### config.mk
export PLATFORM = sky130hd
export DESIGN_NAME = useq_ctrl
export DESIGN_NICKNAME = d
export VERILOG_FILES = /design/src/rtl/useq_pkg.sv /design/src/rtl/useq_decode.sv /design/src/rtl/useq_cond.sv /design/src/rtl/useq_datapath.sv /design/src/rtl/useq_ctrl.sv
export SDC_FILE = /design/constraint.sdc
export NUM_CORES = 2
export LEC_CHECK = 0
export BUFFER_PORTS_ARGS = -buffer_cell sky130_fd_sc_hd__buf_2
export CORE_MARGIN = 1
export CORE_UTILIZATION = 30
export CTS_BUF_LIST = sky130_fd_sc_hd__clkbuf_4
export CTS_CLUSTER_DIAMETER = 40
export DETAILED_ROUTE_END_ITERATION = 10
export GPL_TIMING_DRIVEN = 0
export PLACE_DENSITY_LB_ADDON = 0.3
export RECOVER_POWER = 100
export SYNTH_ARGS = -nofsm -noshare
export SYNTH_HDL_FRONTEND = slang
export SYNTH_SLANG_ARGS = --single-unit
### constraint.sdc
create_clock -name clk -period 7.8 [get_ports clk]
set_clock_uncertainty 0.1 [all_clocks]
set_input_delay 0.39 -clock clk [delete_from_list [all_inputs] [get_ports clk]]
set_output_delay 0.39 -clock clk [all_outputs]
set_load 0.1 [all_outputs]
### src/rtl/useq_pkg.sv
// Shared types for the microsequencer: instruction classes and the
// decoded view of a 32-bit microword. Assumes the fixed field layout.
package useq_pkg;

    localparam int UWORD_W = 32;
    localparam int UADDR_W = 12;

    typedef enum logic [1:0] {
        CLS_XFER = 2'b00,
        CLS_BR   = 2'b01,
        CLS_IO   = 2'b10,
        CLS_USTO = 2'b11
    } cls_e;

    typedef enum logic {
        PH_FETCH = 1'b0,
        PH_EXEC  = 1'b1
    } phase_e;

    localparam logic [2:0] COND_POS  = 3'd0;
    localparam logic [2:0] COND_NEG  = 3'd1;
    localparam logic [2:0] COND_ZERO = 3'd2;
    localparam logic [2:0] COND_ALW  = 3'd6;
    localparam logic [2:0] COND_EXIT = 3'd7;

    typedef struct packed {
        cls_e               cls;
        logic [2:0]         asel;
        logic [2:0]         bsel;
        logic [3:0]         fn;
        logic [3:0]         dst;
        logic [2:0]         cond;
        logic               pol;
        logic [UADDR_W-1:0] tgt;
        logic [2:0]         iosel;
    } uop_t;

endpackage

### src/rtl/useq_decode.sv
// Field decoder: splits a microword into its named fields.
// Purely combinational; assumes the fixed 32-bit layout.
module useq_decode
    import useq_pkg::*;
(
    input  logic [UWORD_W-1:0] mir,
    output uop_t               uop
);

    // Slice each field out of the word.
    always_comb begin
        uop.cls   = cls_e'(mir[31:30]);
        uop.asel  = mir[29:27];
        uop.bsel  = mir[26:24];
        uop.fn    = mir[23:20];
        uop.dst   = mir[19:16];
        uop.cond  = mir[15:13];
        uop.pol   = mir[12];
        uop.tgt   = mir[11:0];
        uop.iosel = mir[29:27];
    end

endmodule

### src/rtl/useq_cond.sv
// Branch evaluator: tests the accumulator against the selected condition
// and applies the polarity bit. Codes without a condition never jump.
module useq_cond #(
    parameter int DATA_W = 16
) (
    input  logic [DATA_W-1:0] acc,
    input  logic [2:0]        cond,
    input  logic              pol,
    output logic              take,
    output logic              is_exit
);
    import useq_pkg::*;

    logic sgn, zro, hit, valid;

    // Flags of the accumulator.
    always_comb begin
        sgn = acc[DATA_W-1];
        zro = (acc == '0);
    end

    // Condition select and polarity.
    always_comb begin
        hit   = 1'b0;
        valid = 1'b1;
        case (cond)
            COND_POS:  hit = !sgn && !zro;
            COND_NEG:  hit = sgn;
            COND_ZERO: hit = zro;
            COND_ALW:  hit = 1'b1;
            default:   valid = 1'b0;
        endcase
        take    = valid && (hit == pol);
        is_exit = (cond == COND_EXIT);
    end

endmodule

### src/rtl/useq_datapath.sv
// Machine datapath: two source buses, a small ALU with a held output,
// and the PC/IR/MAR/MDR/accumulator registers. Writes only when enabled.
module useq_datapath #(
    parameter int DATA_W = 16
) (
    input  logic              clk,
    input  logic              rst_n,
    input  logic              en_xfer,
    input  logic [2:0]        asel,
    input  logic [2:0]        bsel,
    input  logic [3:0]        fn,
    input  logic [3:0]        dst,
    input  logic              rd_en,
    input  logic [DATA_W-1:0] mem_rdata,
    input  logic [DATA_W-1:0] mem1_in,
    output logic [DATA_W-1:0] pc,
    output logic [DATA_W-1:0] ir,
    output logic [DATA_W-1:0] mar,
    output logic [DATA_W-1:0] acc
);

    logic [DATA_W-1:0] mdr, obus_q, abus, bbus, obus_nxt;

    // A-bus source select.
    always_comb begin
        case (asel)
            3'd1:    abus = acc;
            3'd2:    abus = pc;
            3'd3:    abus = ir;
            default: abus = '0;
        endcase
    end

    // B-bus source select.
    always_comb begin
        case (bsel)
            3'd0:    bbus = mdr;
            3'd1:    bbus = mar;
            3'd2:    bbus = mem1_in;
            3'd3:    bbus = DATA_W'(1);
            default: bbus = '0;
        endcase
    end

    // ALU function; unused codes keep the previous result.
    always_comb begin
        case (fn)
            4'd0:    obus_nxt = abus;
            4'd1:    obus_nxt = abus + bbus;
            4'd2:    obus_nxt = bbus;
            default: obus_nxt = obus_q;
        endcase
    end

    // Register writes at the end of the execute clock.
    always_ff @(posedge clk) begin
        if (!rst_n) begin
            pc <= '0; ir <= '0; mar <= '0; acc <= '0; mdr <= '0; obus_q <= '0;
        end else begin
            if (en_xfer) begin
                obus_q <= obus_nxt;
                if (dst[3]) acc <= obus_nxt;
                if (dst[2]) mar <= obus_nxt;
                if (dst[1]) pc  <= obus_nxt;
                if (dst[0]) ir  <= obus_nxt;
            end
            if (rd_en) mdr <= mem_rdata;
        end
    end

    assert_idle_regs_hold_R6: assert property (@(posedge clk) disable iff (!rst_n)
        !en_xfer |=> ($stable(pc) && $stable(ir) && $stable(mar) && $stable(acc)));

    assert_mdr_only_on_read_R10: assert property (@(posedge clk) disable iff (!rst_n)
        !rd_en |=> $stable(mdr));

    assert_held_function_R5: assert property (@(posedge clk) disable iff (!rst_n)
        (en_xfer && fn > 4'd2 && dst[3]) |=> (acc == $past(obus_q)));

endmodule

### src/rtl/useq_ctrl.sv
// Top of the microsequencer: microstore, micro program counter, MIR,
// two-clock fetch/execute stepping and halt. Assumes STORE_DEPTH is a
// power of two no larger than 4096.
module useq_ctrl #(
    parameter int DATA_W      = 16,
    parameter int STORE_DEPTH = 64,
    localparam int IDX_W      = $clog2(STORE_DEPTH)
) (
    input  logic                          clk,
    input  logic                          rst_n,
    input  logic                          ld_en,
    input  logic [IDX_W-1:0]              ld_addr,
    input  logic [useq_pkg::UWORD_W-1:0]  ld_data,
    input  logic [DATA_W-1:0]             mem_rdata,
    input  logic [DATA_W-1:0]             mem1_in,
    output logic                          mem_rd,
    output logic [DATA_W-1:0]             mem_addr,
    output logic [DATA_W-1:0]             pc_out,
    output logic [DATA_W-1:0]             ir_out,
    output logic [DATA_W-1:0]             acc_out,
    output logic [useq_pkg::UADDR_W-1:0]  upc_out,
    output logic                          halt
);
    import useq_pkg::*;

    logic [UWORD_W-1:0] ustore [STORE_DEPTH];
    logic [UWORD_W-1:0] mir;
    logic [UADDR_W-1:0] upc;
    phase_e             phase;
    uop_t               uop;
    logic               exec, en_xfer, rd_en, is_br, take, is_exit;

    // Microstore write port.
    always_ff @(posedge clk) begin
        if (ld_en) ustore[ld_addr] <= ld_data;
    end

    useq_decode u_decode (
        .mir (mir),
        .uop (uop)
    );

    useq_cond #(.DATA_W(DATA_W)) u_cond (
        .acc     (acc_out),
        .cond    (uop.cond),
        .pol     (uop.pol),
        .take    (take),
        .is_exit (is_exit)
    );

    // Execute-clock qualifiers per class.
    always_comb begin
        exec    = (phase == PH_EXEC) && !halt;
        en_xfer = exec && (uop.cls == CLS_XFER);
        rd_en   = exec && (uop.cls == CLS_IO) && (uop.iosel == 3'd0);
        is_br   = exec && (uop.cls == CLS_BR);
    end

    useq_datapath #(.DATA_W(DATA_W)) u_dp (
        .clk       (clk),
        .rst_n     (rst_n),
        .en_xfer   (en_xfer),
        .asel      (uop.asel),
        .bsel      (uop.bsel),
        .fn        (uop.fn),
        .dst       (uop.dst),
        .rd_en     (rd_en),
        .mem_rdata (mem_rdata),
        .mem1_in   (mem1_in),
        .pc        (pc_out),
        .ir        (ir_out),
        .mar       (mem_addr),
        .acc       (acc_out)
    );

    // Fetch/execute stepping, branching and halt.
    always_ff @(posedge clk) begin
        if (!rst_n) begin
            upc   <= '0;
            mir   <= '0;
            phase <= PH_FETCH;
            halt  <= 1'b0;
        end else if (!halt) begin
            if (phase == PH_FETCH) begin
                mir   <= ustore[upc[IDX_W-1:0]];
                upc   <= upc + UADDR_W'(1);
                phase <= PH_EXEC;
            end else begin
                phase <= PH_FETCH;
                if (is_br) begin
                    if (is_exit)   halt <= 1'b1;
                    else if (take) upc  <= uop.tgt;
                end
            end
        end
    end

    always_comb begin
        mem_rd  = rd_en;
        upc_out = upc;
    end

    assert_reset_clears_R1: assert property (@(posedge clk)
        !rst_n |=> (upc == '0 && !halt && phase == PH_FETCH));

    assert_fetch_then_exec_R2: assert property (@(posedge clk) disable iff (!rst_n)
        (phase == PH_FETCH && !halt) |=> (phase == PH_EXEC && upc == $past(upc) + UADDR_W'(1)));

    assert_taken_loads_target_R7: assert property (@(posedge clk) disable iff (!rst_n)
        (is_br && take && !is_exit) |=> (upc == $past(uop.tgt)));

    assert_exec_keeps_upc_R7: assert property (@(posedge clk) disable iff (!rst_n)
        (exec && !(is_br && take)) |=> (upc == $past(upc)));

    assert_halt_freezes_R9: assert property (@(posedge clk) disable iff (!rst_n)
        halt |=> (halt && $stable(upc) && $stable(pc_out) && $stable(acc_out)));

    assert_read_in_exec_R10: assert property (@(posedge clk) disable iff (!rst_n)
        mem_rd |-> (phase == PH_EXEC && !halt));

endmodule

* Word-level counts from Yosys, hierarchy flattened
Memories as Yosys holds them, arrays and structs flattened. A register that Yosys moved wholly into a read port is not among the register bits.
Cells that the tools add are included.
** Storage, ports and cells
- Output and inout bits :: 78
- Register bits after elaboration :: 110
- Bits of input ports :: 73
- Memory bits (writable) :: 2048
- Latch bits :: 0
- Word-level logic and storage cells :: 72
- Memory bits (read-only) :: 0
- Memories kept :: 1
** Memory list
- ustore :: depth 64, width 32, read ports 1, clocked after Yosys merged registers in 1, write ports 1, RTL line useq_ctrl.sv:26 : logic [UWORD_W-1:0] ustore [STORE_DEPTH];
** Operators by class
- Muxes and demuxes :: 16
- Div/mod/pow operators :: 0
- Multiply operators :: 0
- Shift operators :: 0
- Reduce and logical (&&, ||, !) cells :: 24
- Equal/unequal tests :: 18
- $add $sub $neg :: 2
- Bitwise logic cells :: 2
- Order comparisons :: 0
** Operator list (number)
- 16-bit one-hot mux with 3 select lines :: 2
- 16-bit one-hot mux with 4 select lines :: 1
- 12-bit 2-to-1 mux :: 4
- 16-bit adder :: 1
- 16-bit zero test :: 1
- 3-bit by 2-bit == test with 1-bit output (second input constant) :: 5
- 12-bit by 1-bit adder with 12-bit output (second input constant) :: 1
- 2-bit AND reduction :: 5
- 3-bit by 1-bit == test with 1-bit output (second input constant) :: 3
- 3-bit zero test :: 3
- 1-bit 2-to-1 mux :: 8
- 1-bit logical AND :: 7
- 3-bit == test (second input constant) :: 2
- 4-bit by 1-bit == test with 1-bit output (second input constant) :: 1
- 4-bit by 2-bit == test with 1-bit output (second input constant) :: 1
- 1-bit zero test :: 4
- 4-bit zero test :: 1
- 2-bit by 1-bit inequality test with 1-bit output (second input constant) :: 2
- 1-bit one-hot mux with 4 select lines :: 1
- 4-bit AND reduction :: 1
- 4-bit OR reduction :: 1
- 2-bit by 1-bit == test with 1-bit output (second input constant) :: 1
- 2-bit == test (second input constant) :: 1
- 2-bit zero test :: 1
- other kinds (3) :: 4

* Logic depth before layout (Yosys ltp)
- Depth in word-level cells :: 10
- Gate-level depth with buffers :: 15
- Mapped depth without buffers :: 11

* Cells and area by module
A second synthesis with hierarchy kept.
** Unflattened totals
- Cells, all modules :: 4453
- Area total of the unflattened synthesis :: 86282.8 sq um
** Modules (own cells, without submodules)
- useq_ctrl :: cells an instance 3719, area an instance 80211.9 sq um, times used 1
- useq_datapath :: cells an instance 678, area an instance 5671.7 sq um, times used 1
- useq_decode :: cells an instance 35, area an instance 262.8 sq um, times used 1
- useq_cond :: cells an instance 21, area an instance 136.4 sq um, times used 1

* Least setup slack after synthesis
No wires, ideal clock.
- Path kind :: register to output
- From :: reg halt
- To :: out mem_rd
- Path buffers :: 2
- Path slack :: 3.279 ns
- Arrival time :: 4.031 ns
- Stages on the path, launching flop included :: 4
- Cells stage by stage :: dfxtp_1 clkbuf_1 clkbuf_1 nor4bb_1
** On the way
- Cells in the longest elaborated chain, start to end :: 4
** Ends and longest elaborated chain
- from (decl) :: RTL line useq_ctrl.sv:22 : output logic halt
- from (signal assigned) :: RTL line useq_ctrl.sv:82 : halt <= 1'b0;
- from (signal assigned) :: RTL line useq_ctrl.sv:91 : if (is_exit) halt <= 1'b1;
- 1-bit zero test
- 1-bit logical AND :: RTL line useq_ctrl.sv:53 : exec = (phase == PH_EXEC) && !halt;
- 1-bit logical AND (2 in a row) :: RTL line useq_ctrl.sv:55 : rd_en = exec && (uop.cls == CLS_IO) && (uop.iosel == 3'd0);
- to (decl) :: RTL line useq_ctrl.sv:16 : output logic mem_rd,
Every way passes these cells.

==> results_dict.tcl <==
set metrics [dict create \
    outcome "complete, but fails checks" \
    violations "capacitance limit, slew limit" \
    p_int_mw 19.5 \
    critical_path_depth 8 \
    hold_class "primary input to register" \
    syn_avg_cell_area_sq_um 20.4 \
    synth_area_leader_cell "edfxtp_1" \
    pwr-share-clk_pct 37.8 \
    routed_wl_um 288000 \
    relSlewSlack_pct -162 \
    die_h_um 537 \
    clockBufferDepth 4 \
    clk_pin_slew_ps 70 \
    numPlacedInstances 8172 \
    hold_path_end "ustore[32][0]" \
    period_needed_ps 6740 \
    pwr_density_cell_mw_per_mm2 269 \
    p_leak_nw 30.6 \
    synth.top_cell.area_share_pct 71.7 \
    cts_buffers 579 \
    worst_pin_slew_ps 3930 \
    row_count 195 \
    fmax_ghz 0.148 \
    track_usage_pct 19.6 \
    utilization_pct 35.1 \
    viasPerCell 5.34 \
    synthTopCellsByArea "edfxtp_1 72%, mux4_2 15%, dfxtp_1 3.3%" \
    slowest_delay_ps 1240 \
    p_switching_mw 7.18 \
    grt_pass1_vias 48900 \
    nets 5183 \
    pwr-share-comb_pct 13.1 \
    drc 0 \
    setup_tns_ps 0 \
    instances_no_fill 9249 \
    path_cells "clkbuf_1 -> clkbuf_1 -> clkbuf_1 -> clkbuf_1 -> mux2i_1 -> a21oi_1 -> mux2i_1 -> o21ai_1" \
    port_buffers 144 \
    coreArea_sq_mm 0.283 \
    critPathRequiredTime_ps 8790 \
    area_growth_pct 16.0 \
    cp.arrival_ps 7730 \
    gp_congestion 0.900 \
    grt_antenna_before_repair 39 \
    grt-ovfl-total 0 \
    cts_max_level 6 \
    dpl.hpwl_um 187000 \
    hold_viol 0 \
    worstPathMaxFanout 10 \
    rsz0062_at_grt "no" \
    holdCritStartpoint "ld_addr[5]" \
    synth-edff-count 2048 \
    crit_slowest_cell "clkbuf_1" \
    drtIter0Drc 6430 \
    clock_latency_ps 1350 \
    place_area_sq_mm 0.0934 \
    wl_met2_um 132000 \
    worst_hold_path.num_cells 3 \
    final_antenna_net_count 0 \
    m1WireLength_um 118000 \
    final.setup.worst_slack_ps 1060 \
    synth_cells 4201 \
    synthTopCellsByCount "2,048 x edfxtp_1, 564 x mux4_2, 142 x clkbuf_1, 142 x dfxtp_1, 129 x nand2_1" \
    avgRoutedWirePerCell_um 31.2 \
    synth_nets 4291 \
    regArea_sq_mm 0.0643 \
    grt_start_max_net_pins 65 \
    finalMaxSlewViolations 3966 \
    worst-path-buf-inv 4 \
    synth.most_common_cell "edfxtp_1" \
    cts-root-buf "clkbuf_4" \
    first_pass_iters 6 \
    irDropWorstVdd_uv 123 \
    vias 49400 \
    io_pins 151 \
    nFillCells 26800 \
    place_ws_ps 2420 \
    end_kind "register" \
    r2r_setup_slack_ps 1060 \
    ys_seq_elements 2190 \
    clkSinkCount 2190 \
    cts_tree "built" \
    syn_area_sq_mm 0.0858 \
    wl_met3_um 29500 \
    crit_family "buffers and inverters" \
    rr_startpoint "upc_out[2]" \
    worst_path_most_repeated_cell "clkbuf_1" \
    p_seq_share_pct 49.1 \
    reg2reg_depth 8 \
    yosys_warnings 0 \
    grt_pass1_wl_um 391000 \
    synth_cell_type_count 73 \
    multi_input_area_sq_mm 0.0202 \
    swShare_pct 26.9 \
    maxCapViolCount 148 \
    fin_crit_sh_pct 86.4 \
    async_reset_ff_share_pct 0 \
    start_util_pct 30.3 \
    ys.flop_type "edfxtp_1" \
    setup_viol 0 \
    crit_type "register to register" \
    cts_setup_buffers 0 \
    ys_seq_area_share_pct 75.0 \
    ctsResizeCount 0 \
    fin_area_sq_mm 0.0995 \
    die_w_um 537 \
    dieArea_sq_mm 0.288 \
    r2r_end "mir[24]" \
    drive_gt1_share_pct 29.7 \
    cp-start-kind "register" \
    highest_layer "met5" \
]
## final cells by class
type	count	share of cell area, %
clock buffer	859	6.48
clock inverter	115	0.790
sequential	2190	64.7
buffer	260	1.18
inverter	17	0.0642
timing repair buffer	311	1.74
multi-input combinational	1734	20.3
tap	3743	4.71
antenna	20	0.0503
## per-layer routing
metal	vias to the layer above	GRT usage, %
met5	-	0
met4	18	6.07
met3	496	5.09
met2	2768	30.7
met1	26400	26.7
li1	19800	-
## worst max path at each step
stage	from	end	slack [ps]
3_5_place_dp	upc_out[2]	mir[25]	2420
6_report	upc_out[2]	mir[24]	1060
5_1_grt	upc_out[2]	mir[24]	1190
2_1_floorplan	halt	mem_rd	3280
4_1_cts	upc_out[2]	mir[25]	2390
3_3_place_gp	ld_addr[5]	ustore[48][16]	120
## repair_timing
item,4_1_cts,5_1_grt
setup endpoints to repair,0,0
hold buffers,80,1
endpoints found under the hold margin,2278,10
## tightest hold or removal path, stage by stage
cell,delay [ps]
clkbuf_1,170
nand2_1,290
nor2_1,310
## logic make-up (layout without fill, tap and decap cells)
family                   Yosys count  in the layout  share of synthesized area, %
AO/OA/AOI/OAI                    503            503                          3.83
XOR/XNOR                           6              6                        0.0613
adder cells (fa/ha/maj)           17             17                         0.257
buffers and inverters            277           1562                          1.46
flip-flops                      2190           2190                          75.0
multiplexers                     715            715                          16.6
other                              0             20                             0
AND/OR/NAND/NOR                  493            493                          2.76
## metrics by stage
step                      hold WS [ps]  power (mW)
after CTS                         1.03        26.9
final                             35.8        26.7
after global routing             -49.3        27.6
after detailed placement           343        16.8
after floorplan                    327        15.3
after global placement             343        16.7
## registers in the layout, indices dropped and copies added, names as in the netlist
register	cells
halt	1
mir	32
phase	1
u_dp.acc	16
u_dp.ir	16
u_dp.mar	16
u_dp.mdr	16
u_dp.obus_q	16
u_dp.pc	16
upc_out	12
ustore	2048
## power groups by stage
stage	clock [mW]	sequential, mW	combinational (mW)
2_1_floorplan	0	13.4	1.87
3_3_place_gp	0	13.3	3.42
3_5_place_dp	0	13.3	3.47
4_1_cts	10.3	13.1	3.51
5_1_grt	10.9	13.1	3.62
6_report	10.1	13.1	3.50
## placed cells by master, fill, tap and decap left out, types with 81 or more instances in the layout
cell	Yosys	layout
clkbuf_4	0	860
nand2_1	129	129
nor2_1	127	127
mux2i_1	127	127
mux4_2	564	564
dfxtp_1	142	142
a21oi_1	120	120
clkbuf_1	142	350
edfxtp_1	2048	2048
dlygate4sd3_1	0	81
buf_2	73	91
a211oi_1	90	89
Note: power is estimated with default switching activity, not from simulation.
